<file path="src/rtl/mclk_pkg.sv">
package mclk_pkg;
  localparam logic [2:0] MOD_QAM  = 3'd0;
  localparam logic [2:0] MOD_DPSK = 3'd1;
  localparam logic [2:0] MOD_HALF = 3'd2;
  localparam logic [2:0] MOD_FAST = 3'd3;
  localparam logic [2:0] MOD_SLOW = 3'd4;
  localparam logic [2:0] MOD_MID  = 3'd5;

  localparam logic [1:0] TM_INT   = 2'd0;
  localparam logic [1:0] TM_EXT   = 2'd1;
  localparam logic [1:0] TM_SLAVE = 2'd2;

  function automatic logic is_fsk(input logic [2:0] m);
    return (m == MOD_FAST) || (m == MOD_SLOW) || (m == MOD_MID);
  endfunction
endpackage

</file>
<file path="src/rtl/mclk_ref_sync.sv">
module mclk_ref_sync (
  input  logic clk,
  input  logic rst,
  input  logic din,
  output logic level,
  output logic rise
);
  logic [2:0] sh;

  always_ff @(posedge clk) begin
    if (rst) sh <= 3'b000;
    else     sh <= {sh[1:0], din};
  end

  assign level = sh[1];
  assign rise  = sh[1] & ~sh[2];
endmodule

</file>
<file path="src/rtl/mclk_phase_div.sv">
module mclk_phase_div
  import mclk_pkg::*;
#(
  parameter int DIV_QAM  = 4608,
  parameter int DIV_DPSK = 9216,
  parameter int DIV_HALF = 18432,
  parameter int DIV_FAST = 576,
  parameter int DIV_SLOW = 9216,
  parameter int DIV_MID  = 2304
) (
  input  logic       clk,
  input  logic       rst,
  input  logic [2:0] mod_sel,
  input  logic [1:0] tmode_sel,
  input  logic       ext_rise,
  input  logic       slv_rise,
  output logic       tx_clk,
  output logic       tx_next,
  output logic       fsk_act
);
  localparam int M1   = (DIV_QAM  > DIV_DPSK) ? DIV_QAM  : DIV_DPSK;
  localparam int M2   = (DIV_HALF > DIV_FAST) ? DIV_HALF : DIV_FAST;
  localparam int M3   = (DIV_SLOW > DIV_MID)  ? DIV_SLOW : DIV_MID;
  localparam int M12  = (M1 > M2) ? M1 : M2;
  localparam int RMAX = (M12 > M3) ? M12 : M3;
  localparam int CW   = $clog2(RMAX + 2);
  localparam int WW   = $clog2(2 * RMAX + 2);

  function automatic logic [CW-1:0] ratio_of(input logic [2:0] m);
    case (m)
      MOD_DPSK: return CW'(DIV_DPSK);
      MOD_HALF: return CW'(DIV_HALF);
      MOD_FAST: return CW'(DIV_FAST);
      MOD_SLOW: return CW'(DIV_SLOW);
      MOD_MID:  return CW'(DIV_MID);
      default:  return CW'(DIV_QAM);
    endcase
  endfunction

  logic [2:0]    mod_act;
  logic [1:0]    tm_act;
  logic [CW-1:0] cnt, nrat, half, err, nxt_c;
  logic [CW:0]   sum;
  logic [WW-1:0] watch, limit;
  logic [1:0]    step;
  logic          alive, locked, ref_rise, wrap;

  assign nrat     = ratio_of(mod_act);
  assign half     = nrat >> 1;
  assign fsk_act  = is_fsk(mod_act);
  assign locked   = !fsk_act && (tm_act == TM_EXT || tm_act == TM_SLAVE);
  assign ref_rise = (tm_act == TM_SLAVE) ? slv_rise : ext_rise;
  assign err      = (cnt >= half) ? cnt - half : cnt + half;
  assign limit    = WW'({nrat, 1'b0}) - WW'(1);

  always_comb begin
    step = 2'd1;
    if (locked && ref_rise && alive && err != '0)
      step = (err < half) ? 2'd0 : 2'd2;
  end

  assign sum     = {1'b0, cnt} + (CW+1)'(step);
  assign wrap    = sum >= {1'b0, nrat};
  assign nxt_c   = wrap ? CW'(sum - {1'b0, nrat}) : CW'(sum);
  assign tx_next = nxt_c >= half;

  always_ff @(posedge clk) begin
    if (rst) begin
      cnt     <= '0;
      tx_clk  <= 1'b0;
      mod_act <= mod_sel;
      tm_act  <= tmode_sel;
      watch   <= '0;
      alive   <= 1'b0;
    end else begin
      cnt    <= nxt_c;
      tx_clk <= tx_next;
      if (wrap) begin
        mod_act <= mod_sel;
        tm_act  <= tmode_sel;
      end
      if (!locked) begin
        alive <= 1'b0;
        watch <= '0;
      end else if (ref_rise) begin
        alive <= 1'b1;
        watch <= '0;
      end else if (watch >= limit) begin
        alive <= 1'b0;
      end else begin
        watch <= watch + WW'(1);
      end
    end
  end

  assert_cnt_range_R1: assert property (@(posedge clk) disable iff (rst)
    cnt < nrat);

  assert_mode_at_wrap_R6: assert property (@(posedge clk) disable iff (rst)
    (mod_act != $past(mod_act) || tm_act != $past(tm_act)) |-> (cnt < CW'(2)));

  assert_free_step_R2: assert property (@(posedge clk) disable iff (rst)
    (!locked && cnt != '0) |=> (cnt == '0 || cnt == $past(cnt) + CW'(1)));
endmodule

</file>
<file path="src/rtl/mclk_rx_gate.sv">
module mclk_rx_gate (
  input  logic clk,
  input  logic rst,
  input  logic carrier,
  input  logic din,
  input  logic ref_level,
  input  logic fsk,
  input  logic tx_next,
  output logic rx_clk,
  output logic rx_clk_oe,
  output logic rx_data
);
  always_ff @(posedge clk) begin
    if (rst) begin
      rx_clk    <= 1'b0;
      rx_clk_oe <= 1'b0;
      rx_data   <= 1'b1;
    end else begin
      rx_clk_oe <= carrier;
      rx_data   <= carrier ? din : 1'b1;
      rx_clk    <= carrier & (fsk ? tx_next : ref_level);
    end
  end

  assert_rxclk_gated_R7: assert property (@(posedge clk) disable iff (rst)
    !rx_clk_oe |-> !rx_clk);

  assert_rxd_mark_R8: assert property (@(posedge clk) disable iff (rst)
    !rx_clk_oe |-> rx_data);
endmodule

</file>
<file path="src/rtl/modem_clkgen.sv">
module modem_clkgen #(
  parameter int DIV_QAM  = 4608,
  parameter int DIV_DPSK = 9216,
  parameter int DIV_HALF = 18432,
  parameter int DIV_FAST = 576,
  parameter int DIV_SLOW = 9216,
  parameter int DIV_MID  = 2304
) (
  input  logic       clk,
  input  logic       rst,
  input  logic [2:0] mod_sel,
  input  logic [1:0] tmode_sel,
  input  logic       ext_clk,
  input  logic       rx_clk_in,
  input  logic       carrier_det,
  input  logic       rx_data_in,
  output logic       tx_clk,
  output logic       rx_clk,
  output logic       rx_clk_oe,
  output logic       rx_data
);
  localparam int NREF = 2;

  logic [NREF-1:0] ref_in, ref_lvl, ref_rise;
  logic            tx_next, fsk_act;

  assign ref_in = {ext_clk, rx_clk_in};

  for (genvar i = 0; i < NREF; i++) begin : g_sync
    mclk_ref_sync u_sync (
      .clk  (clk),
      .rst  (rst),
      .din  (ref_in[i]),
      .level(ref_lvl[i]),
      .rise (ref_rise[i])
    );
  end

  mclk_phase_div #(
    .DIV_QAM(DIV_QAM), .DIV_DPSK(DIV_DPSK), .DIV_HALF(DIV_HALF),
    .DIV_FAST(DIV_FAST), .DIV_SLOW(DIV_SLOW), .DIV_MID(DIV_MID)
  ) u_div (
    .clk      (clk),
    .rst      (rst),
    .mod_sel  (mod_sel),
    .tmode_sel(tmode_sel),
    .ext_rise (ref_rise[1]),
    .slv_rise (ref_rise[0]),
    .tx_clk   (tx_clk),
    .tx_next  (tx_next),
    .fsk_act  (fsk_act)
  );

  mclk_rx_gate u_rx (
    .clk      (clk),
    .rst      (rst),
    .carrier  (carrier_det),
    .din      (rx_data_in),
    .ref_level(ref_lvl[0]),
    .fsk      (fsk_act),
    .tx_next  (tx_next),
    .rx_clk   (rx_clk),
    .rx_clk_oe(rx_clk_oe),
    .rx_data  (rx_data)
  );
endmodule

</file>
<file path="config.mk">
export PLATFORM = sky130hd
export DESIGN_NAME = modem_clkgen
export DESIGN_NICKNAME = d
export VERILOG_FILES = /design/src/rtl/mclk_pkg.sv /design/src/rtl/mclk_ref_sync.sv /design/src/rtl/mclk_phase_div.sv /design/src/rtl/mclk_rx_gate.sv /design/src/rtl/modem_clkgen.sv
export SDC_FILE = /design/constraint.sdc
export NUM_CORES = 1
export LEC_CHECK = 0
export ABC_AREA = 0
export BUFFER_PORTS_ARGS = -buffer_cell sky130_fd_sc_hd__buf_2
export CORE_MARGIN = 8
export CORE_UTILIZATION = 30
export DETAILED_ROUTE_END_ITERATION = 12
export GPL_TIMING_DRIVEN = 0
export SLEW_MARGIN = 20
export SYNTH_ARGS = -nofsm -noshare
export SYNTH_HDL_FRONTEND = slang
export SYNTH_SLANG_ARGS = --single-unit
export TNS_END_PERCENT = 100
</file>
<file path="constraint.sdc">
create_clock -name clk -period 8.5 [get_ports clk]
set_clock_uncertainty 0.05 [all_clocks]
set_input_delay 1.7 -clock clk [delete_from_list [all_inputs] [get_ports clk]]
set_output_delay 1.7 -clock clk [all_outputs]
set_load 0.01 [all_outputs]
</file>
* After elaboration in Yosys (flattened, before gate mapping)
Cells that the tools add are included.
Widths: inputs -> output; s select.
** Operators by class
- Add/subtract/negate cells :: 6
- Multiplexer cells :: 13
- Bitwise gates (word level) :: 7
- Magnitude comparators :: 5
- Equality and inequality tests :: 7
- Reduce and logical (&&, ||, !) cells :: 15
** Operators by type and width (number)
- $pmux 15 s4 :: 1
- $ge 15x14->1 :: 2
- $mux 15 :: 2
- $add 15x2->16 :: 1
- $add 16x1->16 const B :: 1
- $ge 16x15->1 :: 1
- $ge 16x16->1 :: 1
- $sub 16x1->16 const B :: 1
- $add 15x14->15 :: 1
- $lt 15x14->1 :: 1
- $reduce_bool 15->1 :: 1
- $sub 15x14->15 :: 1
- $sub 15x15->15 :: 1
- $mux 2 :: 4
- $eq 3x2->1 const B :: 2
- $eq 3x3->1 const B :: 2
- $mux 3 :: 2
- $reduce_or 2->1 :: 3
- $logic_and 1x1->1 :: 4
- $mux 1 :: 4
- $not 1->1 :: 4
- $reduce_bool 2->1 :: 2
- $and 1x1->1 :: 3
- $eq 3x1->1 const B :: 1
- 5 further kinds :: 7
** Word-level totals
- Bits in registers :: 47
- Logic and storage cells :: 64

* Logic depth before layout (Yosys ltp)
- Depth after elaboration :: 15
- Gate-level depth with buffers :: 41
- Depth with buffers taken out :: 38

* Modules after synthesis
Synthesis repeated with hierarchy kept, for this count alone.
** Second synthesis, totals
- Cell total of the unflattened synthesis :: 458
- Area total of the unflattened synthesis :: 3966.3 µm²
** Modules (own cells, without submodules)
- mclk_phase_div :: area an instance 3692.3 µm², cells an instance 437, instances 1
- mclk_ref_sync :: area an instance 87.6 µm², cells an instance 7, instances 2
- mclk_rx_gate :: area an instance 98.8 µm², cells an instance 7, instances 1

* Least setup slack after synthesis
Ideal clock, no wire load.
- Kind :: register -> register
- Start point :: register u_div.mod_act[2]
- End point :: register u_rx.rx_clk
- Data arrival time :: 8.453 ns
- Data required time :: 8.309 ns
- Setup slack :: -0.143 ns
- Period minus slack after synthesis :: 8.643 ns
- Cell stages (with the launch flop) :: 41
- Path buffers :: 3
- Path through :: edfxtp_1 -> clkbuf_1 -> and3b_1 -> a211oi_1 -> inv_1 -> ha_1 -> or3b_2 -> o221ai_1 -> and2_1 -> o211ai_1 -> o211a_1 -> ha_1 -> nor3_1 -> or4b_2 -> o21ai_0 -> o21ai_0 -> o311a_1 -> a21o_1 -> [5 not listed] -> nor2b_1 -> o21ai_0 -> a21oi_1 -> o2111ai_1 -> a21boi_0 -> or2_1 -> clkbuf_1 -> clkbuf_1 -> nor2_1 -> a21oi_1 -> ha_1 -> a21o_1 -> a21o_1 -> a21oi_1 -> nor2_1 -> a211oi_1 -> o21a_1 -> a31oi_1
** On the way
- Cells in the longest elaborated chain, start to end :: 15
- Elaborated cells between the ends (all ways) :: 29
- Those cells by class :: add/sub (4); order compare (4); eq/ne (5); mux (6); bitwise (1); reduce/logical (9)
** Ends and longest elaborated chain
- start, declared :: line mclk_phase_div.sv:40 : logic [2:0] mod_act;
- start signal, assigned :: line mclk_phase_div.sv:71 : mod_act <= mod_sel;
- start signal, assigned :: line mclk_phase_div.sv:79 : mod_act <= mod_sel;
- parallel branches: the longest is 11 deep, another holds $add 15x2->16
- $mux 15 * :: line mclk_phase_div.sv:64 : assign nxt_c = wrap ? CW'(sum - {1'b0, nrat}) : CW'(sum);
- net u_div.nxt_c[8] :: line mclk_phase_div.sv:42 : logic [CW-1:0] cnt, nrat, half, err, nxt_c;
- $ge 15x14->1 * :: line mclk_phase_div.sv:65 : assign tx_next = nxt_c >= half;
- $mux 1 * :: line mclk_rx_gate.sv:21 : rx_clk <= carrier & (fsk ? tx_next : ref_level);
- $and 1x1->1 * :: line mclk_rx_gate.sv:21
- end signal, assigned :: line mclk_rx_gate.sv:21
- end, declared :: line mclk_rx_gate.sv:9 : output logic rx_clk,
Mark *: on every way through the listed nets, which the timed path passes.
A chain may end at the register's enable or synchronous reset.

* Final worst setup path
Same ends and word-level chain as after synthesis.

==> metrics.md <==
| Metric | Value |
|---|---|
| Post-synthesis mux area share | `0.0175` |
| Area post-placement | `between 4000 and 5000 um2` |
| P_leak | `2.12 nW` |
| Nets | `slightly above 600` |
| Final Hold Viols | `0` |
| Max rail drop VDD | `0.275 mV` |
| Largest family of logic cells by synthesized area | `simple AND/OR/NAND/NOR gates` |
| Min-delay src | `g_sync[0].u_sync.sh[0]` |
| WL met2 | `5.58 mm` |
| Synth top area share | `0.207` |
| Initial drt markers | `between 150 and 200` |
| Htree depth | `2` |
| Pin count of the biggest net entering global routing | `18` |
| Via density | `5.42` |
| Area growth syn-to-layout | `27.8%` |
| Maximum clock path buffer count | `2` |
| Pwr/cell area | `434 nW/um2` |
| Startpoint types | `register` |
| Reg2reg end | `u_rx.rx_clk` |
| CP peak stage delay | `0.53 ns` |
| Hold crit path type | `register to register` |
| Crit path required time | `between 8 and 9 ns` |
| Hold EP | `g_sync[0].u_sync.sh[1]` |
| Core Footprint | `13200 um2` |
| Synth area leader | `dfxtp_1` |
| Placer Congestion | `0.896` |
| Max Used Layer | `met4` |
| Cells after Synth | `483` |
| Reg-to-reg slack, setup | `0.25 ns` |
| Reg2reg start | `u_div.mod_act[2]` |
| N_diodes | `0` |
| First-pass GRT wire length | `18.5 mm` |
| Via Count | `3900` |
| Core Util, Final | `0.393` |
| Area contributors post-synth | `dfxtp_1 (21%), ha_1 (17%), xnor2_1 (5.4%)` |
| EDFF count, synth | `5` |
| Die area | `17600 um2` |
| Die Wd | `132 um` |
| FP Rows | `42` |
| Synth Area in Simple Gates | `0.243` |
| Met1 Routed Length | `5.03 mm` |
| Synth Area in XOR/XNOR | `0.0833` |
| DRT antenna net count | `0` |
| Vias in the first global route | `approximately 3800` |
| Layout cell share with drive strength beyond 1 | `0.239` |
| Fmax | `roughly 0.12 GHz` |
| IO buf count | `14` |
| Root buffer cell | `clkbuf_16` |
| Period utilization | `0.971` |
| Flops & latches, synth | `between 40 and 50` |
| Mean Syn Cell Area | `between 8 and 9 um2` |
| Drc violations | `0` |
| Final Max Slew Viols | `0` |
| WP data arrival | `8.35 ns` |
| Worst hold path cell count | `1` |
| Async S/R FF share, synth | `0` |
| Starting Density | `0.307` |
| Post-synth cell types | `65` |
| CTS clk-pin slew, worst paths | `about 0.07 ns` |
| Post-synthesis adder-cell area fraction | `0.177` |
| TritonCTS clock tree | `done` |
| Fill count | `1366` |
| Drt total wl | `11.5 mm` |
| GRT Residual Overflow | `0` |
| I/O pins | `15` |
| Ys flop type | `dfxtp_1` |
| Crit path kind | `register to register` |
| Min cycle time layout | `8.25 ns` |
| DR pass1 iterations | `4` |
| Final instance area | `5200 um2` |
| Max-cap violations | `0` |
| Setup_tns | `0 ns` |
| Status | `complete, no violations` |
| Most frequent cells in the layout | `ha_1 (44), dfxtp_1 (42), buf_4 (39)` |
| CP max FO | `10` |
| Initial antenna violation count | `0` |
| YS warnings | `0` |
| Routed wl met3 | `about 570 um` |
| Synthesized Nets | `551` |
| Tightest Pin Transition | `between 0.8 and 0.9 ns` |
| Crit. End Element | `register` |
| Total CTS buffers | `5` |
| Reg2Reg Depth | `36` |
| Final total power | `2.26 mW` |
| Chip height | `132 um` |
| Register area share after synthesis | `0.243` |
| HPWL Detailed | `8.21 mm` |
| Skew-Pair Late Insertion Delay | `0.30 ns` |
| Post-DR wirelength/cell | `around 16 um` |
| GR Util All Layers | `0.125` |
| Synth Area in Compound Gates | `0.205` |
| Final setup viols | `0` |
| Synth Cell Area | `4070 um2` |
| Commonest non-fill, non-tap cell in the layout | `ha_1` |
| Relative slew slack | `0.457` |
| Sinks on Clock Net | `47` |
| CP max-delay cell | `or4b_1` |
[cell families after synthesis]
| family | count (synthesis) |
|---|---|
| AOI/OAI and AO/OA | 117 |
| xor gates and xnor gates | 37 |
| adders and majority gates | 57 |
| buffers and inverters | 34 |
| DFF | 47 |
| muxes | 7 |
| and+or+nand+nor | 184 |
[how the worst max path moves through the flow]
| stage | start | endpoint | slack (ns) |
|---|---|---|---|
| finish | u_div.mod_act[2] | u_rx.rx_clk | 0.25 |
| global route | u_div.mod_act[2] | u_rx.rx_clk | -0.12 |
| CTS | u_div.mod_act[1] | u_rx.rx_clk | 0.01 |
| detailed placement | u_div.mod_act[2] | u_rx.rx_clk | -1.74 |
| global placement | u_div.mod_act[2] | u_rx.rx_clk | -1.59 |
| floorplan | u_div.mod_act[2] | u_rx.rx_clk | 0.06 |
[worst max-delay path, delay by kind of cell (launching register included)]
| kind | cells | cell delay [ns] |
|---|---|---|
| DFF | 1 | 0.44 |
| adders and majority gates | 5 | 1.40 |
| buffers and inverters | 4 | 0.56 |
| and+or+nand+nor | 12 | 2.87 |
| AOI/OAI and AO/OA | 14 | 2.49 |
| xor gates and xnor gates | 1 | 0.30 |
[power by group]
| part | internal, mW | switching [mW] |
|---|---|---|
| Clock | 0.113 | 0.0988 |
| Sequential | 0.258 | 0.0357 |
| Combinational | 0.821 | 0.931 |
| Total | 1.19 | 1.07 |
[routing by layer]
layer  up-vias  global-route usage
li1       1894                   -
met1      1860               0.155
met2       118               0.211
met3        28              0.0257
met4         0              0.0448
met5         -                   0
[state kept, by name, indices dropped and copies added, names as in the netlist]
register          flops
u_rx.rx_clk_oe        1
u_div.mod_act         3
u_rx.rx_clk           1
u_div.cnt            15
u_div.tm_act          2
u_div.alive           1
g_sync.u_sync.sh      6
u_div.tx_clk          1
u_div.watch          16
u_rx.rx_data          1
[synth_stat cells, types with 4 or more instances]
cell and n:
nor3_1 18, o31ai_1 5, edfxtp_1 5, or3_1 7
a211oi_1 7, clkbuf_1 12, nand3_1 15, and2_1 6
mux2i_1 6, dfxtp_1 42, o2111ai_1 4, nand2b_1 9
o211ai_1 5, nor2b_1 19, xnor2_1 25, nand4_1 7
nand3b_1 8, o21a_1 6, ha_1 56, nor2_1 41
nand2_1 26, and3_1 5, inv_1 22, o21ai_0 13
a21o_1 11, a21oi_1 28, nor4_1 6, a211o_1 4
xor2_1 10
[repair_timing]
action / CTS / global route
buffers inserted: 16 / 24
pin swaps: 10 / 17
hold buffers: 0 / 0
cloned: 0 / 0
resized for setup: 46 / 39
endpoints found under the setup margin: 9 / 2
[metrics by stage]
step	hold slack, ns	instances	worst slack [ns]
2_1_floorplan	0.364	483	0.0637
3_3_place_gp	0.373	673	-1.59
3_5_place_dp	0.397	673	-1.74
4_1_cts	0.407	695	0.0102
5_1_grt	0.410	719	-0.115
6_report	0.403	719	0.249
[area by class of cell]
type | instances | area (um2) | area share
buffer | 10 | 62.6 | 0.0120
clock buffer | 5 | 125 | 0.0241
clock inverter | 3 | 26.3 | 0.00505
inverter | 22 | 82.6 | 0.0159
multi-input combinational | 402 | 3310 | 0.636
sequential | 47 | 991 | 0.190
tap | 176 | 220 | 0.0423
timing repair buffer | 54 | 387 | 0.0743
Power figures use the tool's default switching activity.
